File: src/rtl/sigret_pkg.sv
package sigret_pkg;
  localparam int WORD_W = 64;
  localparam int REC_W  = 2 * WORD_W;

  typedef enum logic [2:0] {
    ST_IDLE   = 3'd0,
    ST_MBX_RD = 3'd1,
    ST_EVT_RD = 3'd2,
    ST_MBX_WR = 3'd3,
    ST_TS_WR  = 3'd4,
    ST_VAL_RD = 3'd5,
    ST_VAL_WR = 3'd6
  } step_e;
endpackage

File: src/rtl/sigret_start_table.sv
module sigret_start_table
  import sigret_pkg::*;
#(
  parameter int AW    = 48,
  parameter int DEPTH = 8
) (
  input  logic              clk,
  input  logic              rst,
  input  logic              wr_vld,
  input  logic [AW-1:0]     wr_addr,
  input  logic [WORD_W-1:0] wr_ts,
  input  logic [AW-1:0]     lk_addr,
  input  logic              rel_vld,
  output logic [WORD_W-1:0] lk_ts
);
  localparam int IW = (DEPTH > 1) ? $clog2(DEPTH) : 1;

  logic [DEPTH-1:0]  vld_q;
  logic [DEPTH-1:0]  wr_hit;
  logic [DEPTH-1:0]  lk_hit;
  logic [AW-1:0]     addr_q [DEPTH];
  logic [WORD_W-1:0] ts_q   [DEPTH];

  logic          free_any;
  logic [IW-1:0] free_idx;
  logic [IW-1:0] hit_idx;
  logic [IW-1:0] wr_idx;
  logic          wr_en;

  for (genvar g = 0; g < DEPTH; g++) begin : g_match
    assign wr_hit[g] = vld_q[g] && (addr_q[g] == wr_addr);
    assign lk_hit[g] = vld_q[g] && (addr_q[g] == lk_addr);
  end

  // Lowest free slot and the slot already holding wr_addr.
  always_comb begin
    free_any = 1'b0;
    free_idx = '0;
    hit_idx  = '0;
    for (int i = DEPTH - 1; i >= 0; i--) begin
      if (!vld_q[i]) begin
        free_any = 1'b1;
        free_idx = IW'(i);
      end
      if (wr_hit[i]) hit_idx = IW'(i);
    end
  end

  assign wr_idx = (|wr_hit) ? hit_idx : free_idx;
  assign wr_en  = wr_vld && ((|wr_hit) || free_any);

  always_comb begin
    lk_ts = '0;
    for (int i = 0; i < DEPTH; i++) begin
      if (lk_hit[i]) lk_ts = lk_ts | ts_q[i];
    end
  end

  // Valid bits: release first, a new start for the same slot wins.
  always_ff @(posedge clk) begin
    if (rst) begin
      vld_q <= '0;
    end else begin
      if (rel_vld) vld_q <= vld_q & ~lk_hit;
      if (wr_en)   vld_q[wr_idx] <= 1'b1;
    end
  end

  // Payload storage without reset so it can map to plain RAM bits.
  always_ff @(posedge clk) begin
    if (wr_en) begin
      addr_q[wr_idx] <= wr_addr;
      ts_q[wr_idx]   <= wr_ts;
    end
  end

  AST_SINGLE_MATCH: assert property (@(posedge clk) disable iff (rst)
    $countones(lk_hit) <= 1);
  AST_WR_UNIQUE: assert property (@(posedge clk) disable iff (rst)
    $countones(wr_hit) <= 1);
endmodule

File: src/rtl/sigret_seq_fsm.sv
module sigret_seq_fsm
  import sigret_pkg::*;
#(
  parameter int AW      = 48,
  parameter int VAL_OFS = 8,
  parameter int MBX_OFS = 16,
  parameter int EVT_OFS = 24,
  parameter int TS_OFS  = 32
) (
  input  logic              clk,
  input  logic              rst,
  input  logic [WORD_W-1:0] now_ns,
  input  logic              cmpl_vld,
  input  logic [AW-1:0]     cmpl_sig_addr,
  output logic              cmpl_ready,
  input  logic [WORD_W-1:0] start_ts,
  output logic [AW-1:0]     lk_addr,
  output logic              rel_vld,
  output logic              mem_req_vld,
  input  logic              mem_req_ready,
  output logic              mem_req_we,
  output logic              mem_req_wide,
  output logic [AW-1:0]     mem_req_addr,
  output logic [REC_W-1:0]  mem_req_wdata,
  input  logic              mem_rsp_vld,
  input  logic [WORD_W-1:0] mem_rsp_rdata,
  output logic              done
);
  step_e             step_q;
  logic              wait_q;
  logic [AW-1:0]     sig_q;
  logic [AW-1:0]     mbx_addr_q;
  logic [WORD_W-1:0] evt_q;
  logic [WORD_W-1:0] newval_q;
  logic              rsp_hit;

  assign cmpl_ready = (step_q == ST_IDLE);
  assign lk_addr    = sig_q;
  assign rsp_hit    = wait_q && mem_rsp_vld;
  assign rel_vld    = rsp_hit && (step_q == ST_TS_WR);

  always_ff @(posedge clk) begin
    if (rst) begin
      step_q        <= ST_IDLE;
      wait_q        <= 1'b0;
      sig_q         <= '0;
      mbx_addr_q    <= '0;
      evt_q         <= '0;
      newval_q      <= '0;
      done          <= 1'b0;
      mem_req_vld   <= 1'b0;
      mem_req_we    <= 1'b0;
      mem_req_wide  <= 1'b0;
      mem_req_addr  <= '0;
      mem_req_wdata <= '0;
    end else begin
      done <= 1'b0;
      if (step_q == ST_IDLE) begin
        if (cmpl_vld) begin
          sig_q  <= cmpl_sig_addr;
          step_q <= ST_MBX_RD;
        end
      end else if (mem_req_vld) begin
        if (mem_req_ready) begin
          mem_req_vld <= 1'b0;
          wait_q      <= 1'b1;
        end
      end else if (wait_q) begin
        if (mem_rsp_vld) begin
          wait_q <= 1'b0;
          unique case (step_q)
            ST_MBX_RD: begin
              mbx_addr_q <= mem_rsp_rdata[AW-1:0];
              step_q     <= (mem_rsp_rdata == '0) ? ST_TS_WR : ST_EVT_RD;
            end
            ST_EVT_RD: begin
              evt_q  <= mem_rsp_rdata;
              step_q <= ST_MBX_WR;
            end
            ST_MBX_WR: step_q <= ST_TS_WR;
            ST_TS_WR:  step_q <= ST_VAL_RD;
            ST_VAL_RD: begin
              newval_q <= mem_rsp_rdata - WORD_W'(1);
              step_q   <= ST_VAL_WR;
            end
            ST_VAL_WR: begin
              done   <= 1'b1;
              step_q <= ST_IDLE;
            end
            default: step_q <= ST_IDLE;
          endcase
        end
      end else begin
        mem_req_vld   <= 1'b1;
        mem_req_we    <= 1'b0;
        mem_req_wide  <= 1'b0;
        mem_req_wdata <= '0;
        unique case (step_q)
          ST_MBX_RD: mem_req_addr <= sig_q + AW'(MBX_OFS);
          ST_EVT_RD: mem_req_addr <= sig_q + AW'(EVT_OFS);
          ST_MBX_WR: begin
            mem_req_addr  <= mbx_addr_q;
            mem_req_we    <= 1'b1;
            mem_req_wdata <= {{WORD_W{1'b0}}, evt_q};
          end
          ST_TS_WR: begin
            mem_req_addr  <= sig_q + AW'(TS_OFS);
            mem_req_we    <= 1'b1;
            mem_req_wide  <= 1'b1;
            mem_req_wdata <= {now_ns, start_ts};
          end
          ST_VAL_RD: mem_req_addr <= sig_q + AW'(VAL_OFS);
          ST_VAL_WR: begin
            mem_req_addr  <= sig_q + AW'(VAL_OFS);
            mem_req_we    <= 1'b1;
            mem_req_wdata <= {{WORD_W{1'b0}}, newval_q};
          end
          default: mem_req_vld <= 1'b0;
        endcase
      end
    end
  end

  // Tracks that the timestamp response came back during this completion.
  logic ts_seen_q;
  always_ff @(posedge clk) begin
    if (rst || step_q == ST_IDLE) ts_seen_q <= 1'b0;
    else if (rel_vld)             ts_seen_q <= 1'b1;
  end

  AST_REQ_HOLD: assert property (@(posedge clk) disable iff (rst)
    mem_req_vld && !mem_req_ready |=> mem_req_vld && $stable(mem_req_addr) && $stable(mem_req_wdata) && $stable(mem_req_we));
  AST_REQ_AFTER_RSP: assert property (@(posedge clk) disable iff (rst)
    $rose(mem_req_vld) |-> $past(mem_rsp_vld, 2) || $past(cmpl_vld && cmpl_ready, 2));
  AST_VAL_AFTER_TS: assert property (@(posedge clk) disable iff (rst)
    mem_req_vld && !mem_req_we && mem_req_addr == sig_q + AW'(VAL_OFS) |-> ts_seen_q);
  AST_WIDE_IS_TS: assert property (@(posedge clk) disable iff (rst)
    mem_req_vld && mem_req_wide |-> mem_req_we && mem_req_addr == sig_q + AW'(TS_OFS));
  AST_DONE_PULSE: assert property (@(posedge clk) disable iff (rst)
    done |=> !done);
  AST_IDLE_QUIET: assert property (@(posedge clk) disable iff (rst)
    cmpl_ready |-> !mem_req_vld);
endmodule

File: src/rtl/sigret_top.sv
module sigret_top
  import sigret_pkg::*;
#(
  parameter int AW      = 48,
  parameter int DEPTH   = 8,
  parameter int VAL_OFS = 8,
  parameter int MBX_OFS = 16,
  parameter int EVT_OFS = 24,
  parameter int TS_OFS  = 32
) (
  input  logic          clk,
  input  logic          rst,
  input  logic [63:0]   now_ns,
  input  logic          disp_start,
  input  logic [AW-1:0] disp_sig_addr,
  input  logic          cmpl_vld,
  input  logic [AW-1:0] cmpl_sig_addr,
  output logic          cmpl_ready,
  output logic          mem_req_vld,
  input  logic          mem_req_ready,
  output logic          mem_req_we,
  output logic          mem_req_wide,
  output logic [AW-1:0] mem_req_addr,
  output logic [127:0]  mem_req_wdata,
  input  logic          mem_rsp_vld,
  input  logic [63:0]   mem_rsp_rdata,
  output logic          done
);
  logic [WORD_W-1:0] start_ts;
  logic [AW-1:0]     lk_addr;
  logic              rel_vld;

  sigret_start_table #(.AW(AW), .DEPTH(DEPTH)) u_table (
    .clk     (clk),
    .rst     (rst),
    .wr_vld  (disp_start),
    .wr_addr (disp_sig_addr),
    .wr_ts   (now_ns),
    .lk_addr (lk_addr),
    .rel_vld (rel_vld),
    .lk_ts   (start_ts)
  );

  sigret_seq_fsm #(
    .AW(AW), .VAL_OFS(VAL_OFS), .MBX_OFS(MBX_OFS),
    .EVT_OFS(EVT_OFS), .TS_OFS(TS_OFS)
  ) u_fsm (
    .clk           (clk),
    .rst           (rst),
    .now_ns        (now_ns),
    .cmpl_vld      (cmpl_vld),
    .cmpl_sig_addr (cmpl_sig_addr),
    .cmpl_ready    (cmpl_ready),
    .start_ts      (start_ts),
    .lk_addr       (lk_addr),
    .rel_vld       (rel_vld),
    .mem_req_vld   (mem_req_vld),
    .mem_req_ready (mem_req_ready),
    .mem_req_we    (mem_req_we),
    .mem_req_wide  (mem_req_wide),
    .mem_req_addr  (mem_req_addr),
    .mem_req_wdata (mem_req_wdata),
    .mem_rsp_vld   (mem_rsp_vld),
    .mem_rsp_rdata (mem_rsp_rdata),
    .done          (done)
  );
endmodule

File: config.mk
export PLATFORM = sky130hd
export DESIGN_NAME = sigret_top
export DESIGN_NICKNAME = d
export VERILOG_FILES = /design/src/rtl/sigret_pkg.sv /design/src/rtl/sigret_start_table.sv /design/src/rtl/sigret_seq_fsm.sv /design/src/rtl/sigret_top.sv
export SDC_FILE = /design/constraint.sdc
export NUM_CORES = 2
export LEC_CHECK = 0
export BUFFER_PORTS_ARGS = -buffer_cell sky130_fd_sc_hd__buf_2
export CORE_MARGIN = 2
export CORE_UTILIZATION = 45
export DETAILED_ROUTE_END_ITERATION = 8
export SLEW_MARGIN = 30
export SYNTH_ARGS = -nofsm -noshare
export SYNTH_HDL_FRONTEND = slang
export SYNTH_SLANG_ARGS = --single-unit
File: constraint.sdc
create_clock -name clk -period 17.82 [get_ports clk]
set_clock_uncertainty 0.15 [all_clocks]
set_input_delay 0.891 -clock clk [delete_from_list [all_inputs] [get_ports clk]]
set_output_delay 0.891 -clock clk [all_outputs]
set_load 0.01 [all_outputs]
==> flow_summary.yaml <==
route:
  drt_iter0_markers: 6286
  drt-vias-per-instance: 6.24
  met3_length_um: 25900
  first_pass_iters: 6
  met1_length_um: 99400
  wl_per_cell_um: 33.4
  drc: 0
  drtAntennaViolNets: 0
  route.vias.total: 45000
  routed_wirelength_um: 241000
  top_layer_used: "met5"
  met2_length_um: 104000
worst_hold_path:
  min_from: "cmpl_sig_addr[34]"
  hp-class: "in -> reg"
  min_to: "u_fsm.lk_addr[34]"
  min_path_cells: 3
cts:
  post-cts-setup-buffers: 0
  clock_latency_ps: 810
  clock-sinks: 1312
  post_cts_resized: 0
  hold_buffers: 0
  cts_tree: "built"
  clk_path_buf_depth: 3
  cts.reportedPaths.clkPinSlew_ps: 60
  cts_root_buffer: "clkbuf_16"
  htreeDepth: 4
  cts_made_buffers: 145
critical_path:
  critPathMaxFanout: 46
  crit_start: "disp_sig_addr[17]"
  crit_family: "simple AND/OR/NAND/NOR gates"
  path_buf_inv: 3
  worstReg2RegEnd: "u_table.ts_q[5][20]"
  crit_path_end_kind: "register"
  cp_cell_sequence: "buf_2 -> xor2_1 -> nor4_1 -> nand4_1 -> nor4_1 -> nand4b_1 -> nor2_1 -> nor2_1 -> and3_1 -> and2_4 -> buf_4 -> buf_4"
  worstPathRequired_ps: 18100
  critical_path.max_stage_delay_ps: 860
  ff2ff_path_depth: 11
  critical_path_depth: 12
  reg2reg_setup_slack_ps: 11980
  r2r-start: "u_table.addr_q[4][17]"
  worst-setup-path-type: "in -> reg"
  arrival_ps: 6280
  start_kind: "input port"
  crit_slowest_cell: "nor4_1"
timing:
  hold_viol: 0
  min_period_ps: 6010
  rsz0062_at_grt: "no"
  timing.fmax_ghz: 0.167
  slew_headroom_pct: 15.4
  fin_crit_sh_pct: 33.7
  fin_setup_tns_ps: 0
  setup_viol: 0
  tightest_slew_ps: 1260
  slew_viol_final: 0
logic_synthesis:
  synth_seq_area_share_pct: 60.4
  synth_nets: 5279
  synth_area_leaders: "edfxtp_1 (46%), dfxtp_1 (14%), xor2_1 (7.8%)"
  synthArstFlopShare_pct: 0
  yosysMostFrequentCell: "edfxtp_1"
  yosysUniqueCellTypes: 86
  yosysWarnings: 0
  ys.flop_type: "edfxtp_1"
  syn_avg_cell_area_um2: 11.6
  synth_common_cells: "edfxtp_1 (896), nand2_1 (550), xor2_1 (523)"
  synth_area_mm2: 0.0584
  yosys_register_bits: 1312
  syn_inst: 5044
  yosysTopAreaCell: "edfxtp_1"
  synth_top_area_share_pct: 46.1
  synth_edf_count: 896
placed_design:
  hpwl_um: 165000
  port-buffer-count: 410
  gp_congestion: 1.04
  dpl.cell_count: 6936
job:
  maxCapViolations: 0
final_layout:
  final_util_pct: 51.9
  instances_no_fill: 7215
  drive_gt1_share_pct: 15.3
  nets: 5576
  syn2layout_area_growth_pct: 14.8
die:
  floorplan.die.height_um: 364
  core-area_mm2: 0.129
  num_rows: 132
  io-pin-count: 411
  initial_core_util_pct: 45.2
  dieArea_mm2: 0.133
  die_x_um: 364
pwr:
  p_per_area_mw_per_mm2: 103
  ir_worst_vdd_mv: 0.0948
  cellLeakagePower_uw: 0.0226
global_routing:
  grt_use_total_pct: 35.6
  grt_first_pass_wirelength_um: 329000
  overflow: 0
  grt_pass1_vias: 41400
  grt_max_degree: 81
  antenna_found_initial: 29
run_status:
  status: "complete, no violations"
## layout by cell type, fill, tap and decap left out, types with 11 or more instances in the layout
cell type | synthesis | layout
a211oi_1 | 58 | 58
a21oi_1 | 387 | 385
a221oi_1 | 29 | 29
a22o_1 | 78 | 78
a22oi_1 | 244 | 244
a311oi_1 | 11 | 11
a31oi_1 | 31 | 31
a41oi_1 | 57 | 57
and2_1 | 16 | 11
and3_1 | 16 | 14
buf_2 | 91 | 409
buf_4 | 1 | 119
clkbuf_1 | 263 | 37
clkbuf_16 | 0 | 146
clkinv_1 | 3 | 16
clkinv_2 | 0 | 33
dfxtp_1 | 416 | 413
diode_2 | 0 | 12
edfxtp_1 | 896 | 896
inv_1 | 39 | 39
nand2_1 | 550 | 549
nand2b_1 | 14 | 14
nand3_1 | 107 | 106
nand4_1 | 119 | 119
nor2_1 | 185 | 175
nor2b_1 | 14 | 14
nor3_1 | 53 | 50
nor4_1 | 145 | 129
nor4_2 | 6 | 19
o21ai_0 | 128 | 128
o21ai_1 | 35 | 35
o22ai_1 | 26 | 26
or3_1 | 14 | 13
xnor2_1 | 311 | 311
xor2_1 | 523 | 523
## metrics by stage
| stage | cell area, µm² | worst slack [ps] | hold WS [ps] | total power (µW) |
|---|---|---|---|---|
| 2_1_floorplan | 58400 | 9570 | 282 | 3670 |
| 3_3_place_gp | 62100 | 11090 | 284 | 3930 |
| 3_5_place_dp | 62200 | 11250 | 290 | 3930 |
| 4_1_cts | 66900 | 12090 | 148 | 6890 |
| 5_1_grt | 67000 | 11800 | 178 | 7040 |
| 6_report | 67000 | 11810 | 184 | 6880 |
## flip-flops by register name, indices dropped and copies added (netlist names)
signal               cells
u_fsm.mbx_addr_q        48
u_table.vld_q            8
u_fsm.mem_req_vld        1
u_fsm.mem_req_wdata    128
u_fsm.lk_addr           48
u_fsm.mem_req_addr      48
u_table.addr_q         384
u_fsm.step_q             3
u_table.ts_q           512
u_fsm.mem_req_we         1
u_fsm.evt_q             64
u_fsm.mem_req_wide       1
u_fsm.done               1
u_fsm.wait_q             1
u_fsm.newval_q          64
## tightest hold or removal path, stage by stage
cell and delay (ps):
buf_2 90, nand2_1 40, a21oi_1 50
## power breakdown
part / total (µW) / internal, µW / leakage, µW / switching (µW)
clock: 2990 / 1690 / 0.00229 / 1300
combinational: 518 / 132 / 0.00878 / 386
sequential: 3370 / 3320 / 0.0115 / 46.2
## how the worst max path moves through the flow
stage,to
floorplan,u_table.addr_q[2][0]
global placement,u_table.ts_q[4][10]
detailed placement,u_table.ts_q[5][19]
CTS,u_table.ts_q[5][3]
global route,u_table.ts_q[5][20]
finish,u_table.ts_q[5][20]
## layout make-up
cell class | count | area (µm²)
diodes | 12 | 30.0
clock buffers | 187 | 3850
clock inverters | 80 | 850
fillers | 11500 | 62100
inverters | 43 | 161
multi-input cells | 3304 | 21700
flip-flops and latches | 1312 | 35200
well taps | 1742 | 2180
repair buffers | 535 | 3060
## per-layer routing
metal,vias to the layer above,GRT usage (%)
met5,-,0
met4,26,15.6
met3,486,8.31
met2,2765,52.4
met1,22500,50.0
li1,19200,-
## cells by family after synthesis
kind of cell / count (synthesis) / synth area share [%]
multiplexers: 4 / 0.0686
buffers and inverters: 428 / 2.98
adder cells (fa/ha/maj): 5 / 0.120
XOR/XNOR: 834 / 12.5
flip-flops: 1312 / 60.4
AO/OA/AOI/OAI: 1169 / 13.1
AND/OR/NAND/NOR: 1292 / 10.8
Power figures use the tool's default switching activity.
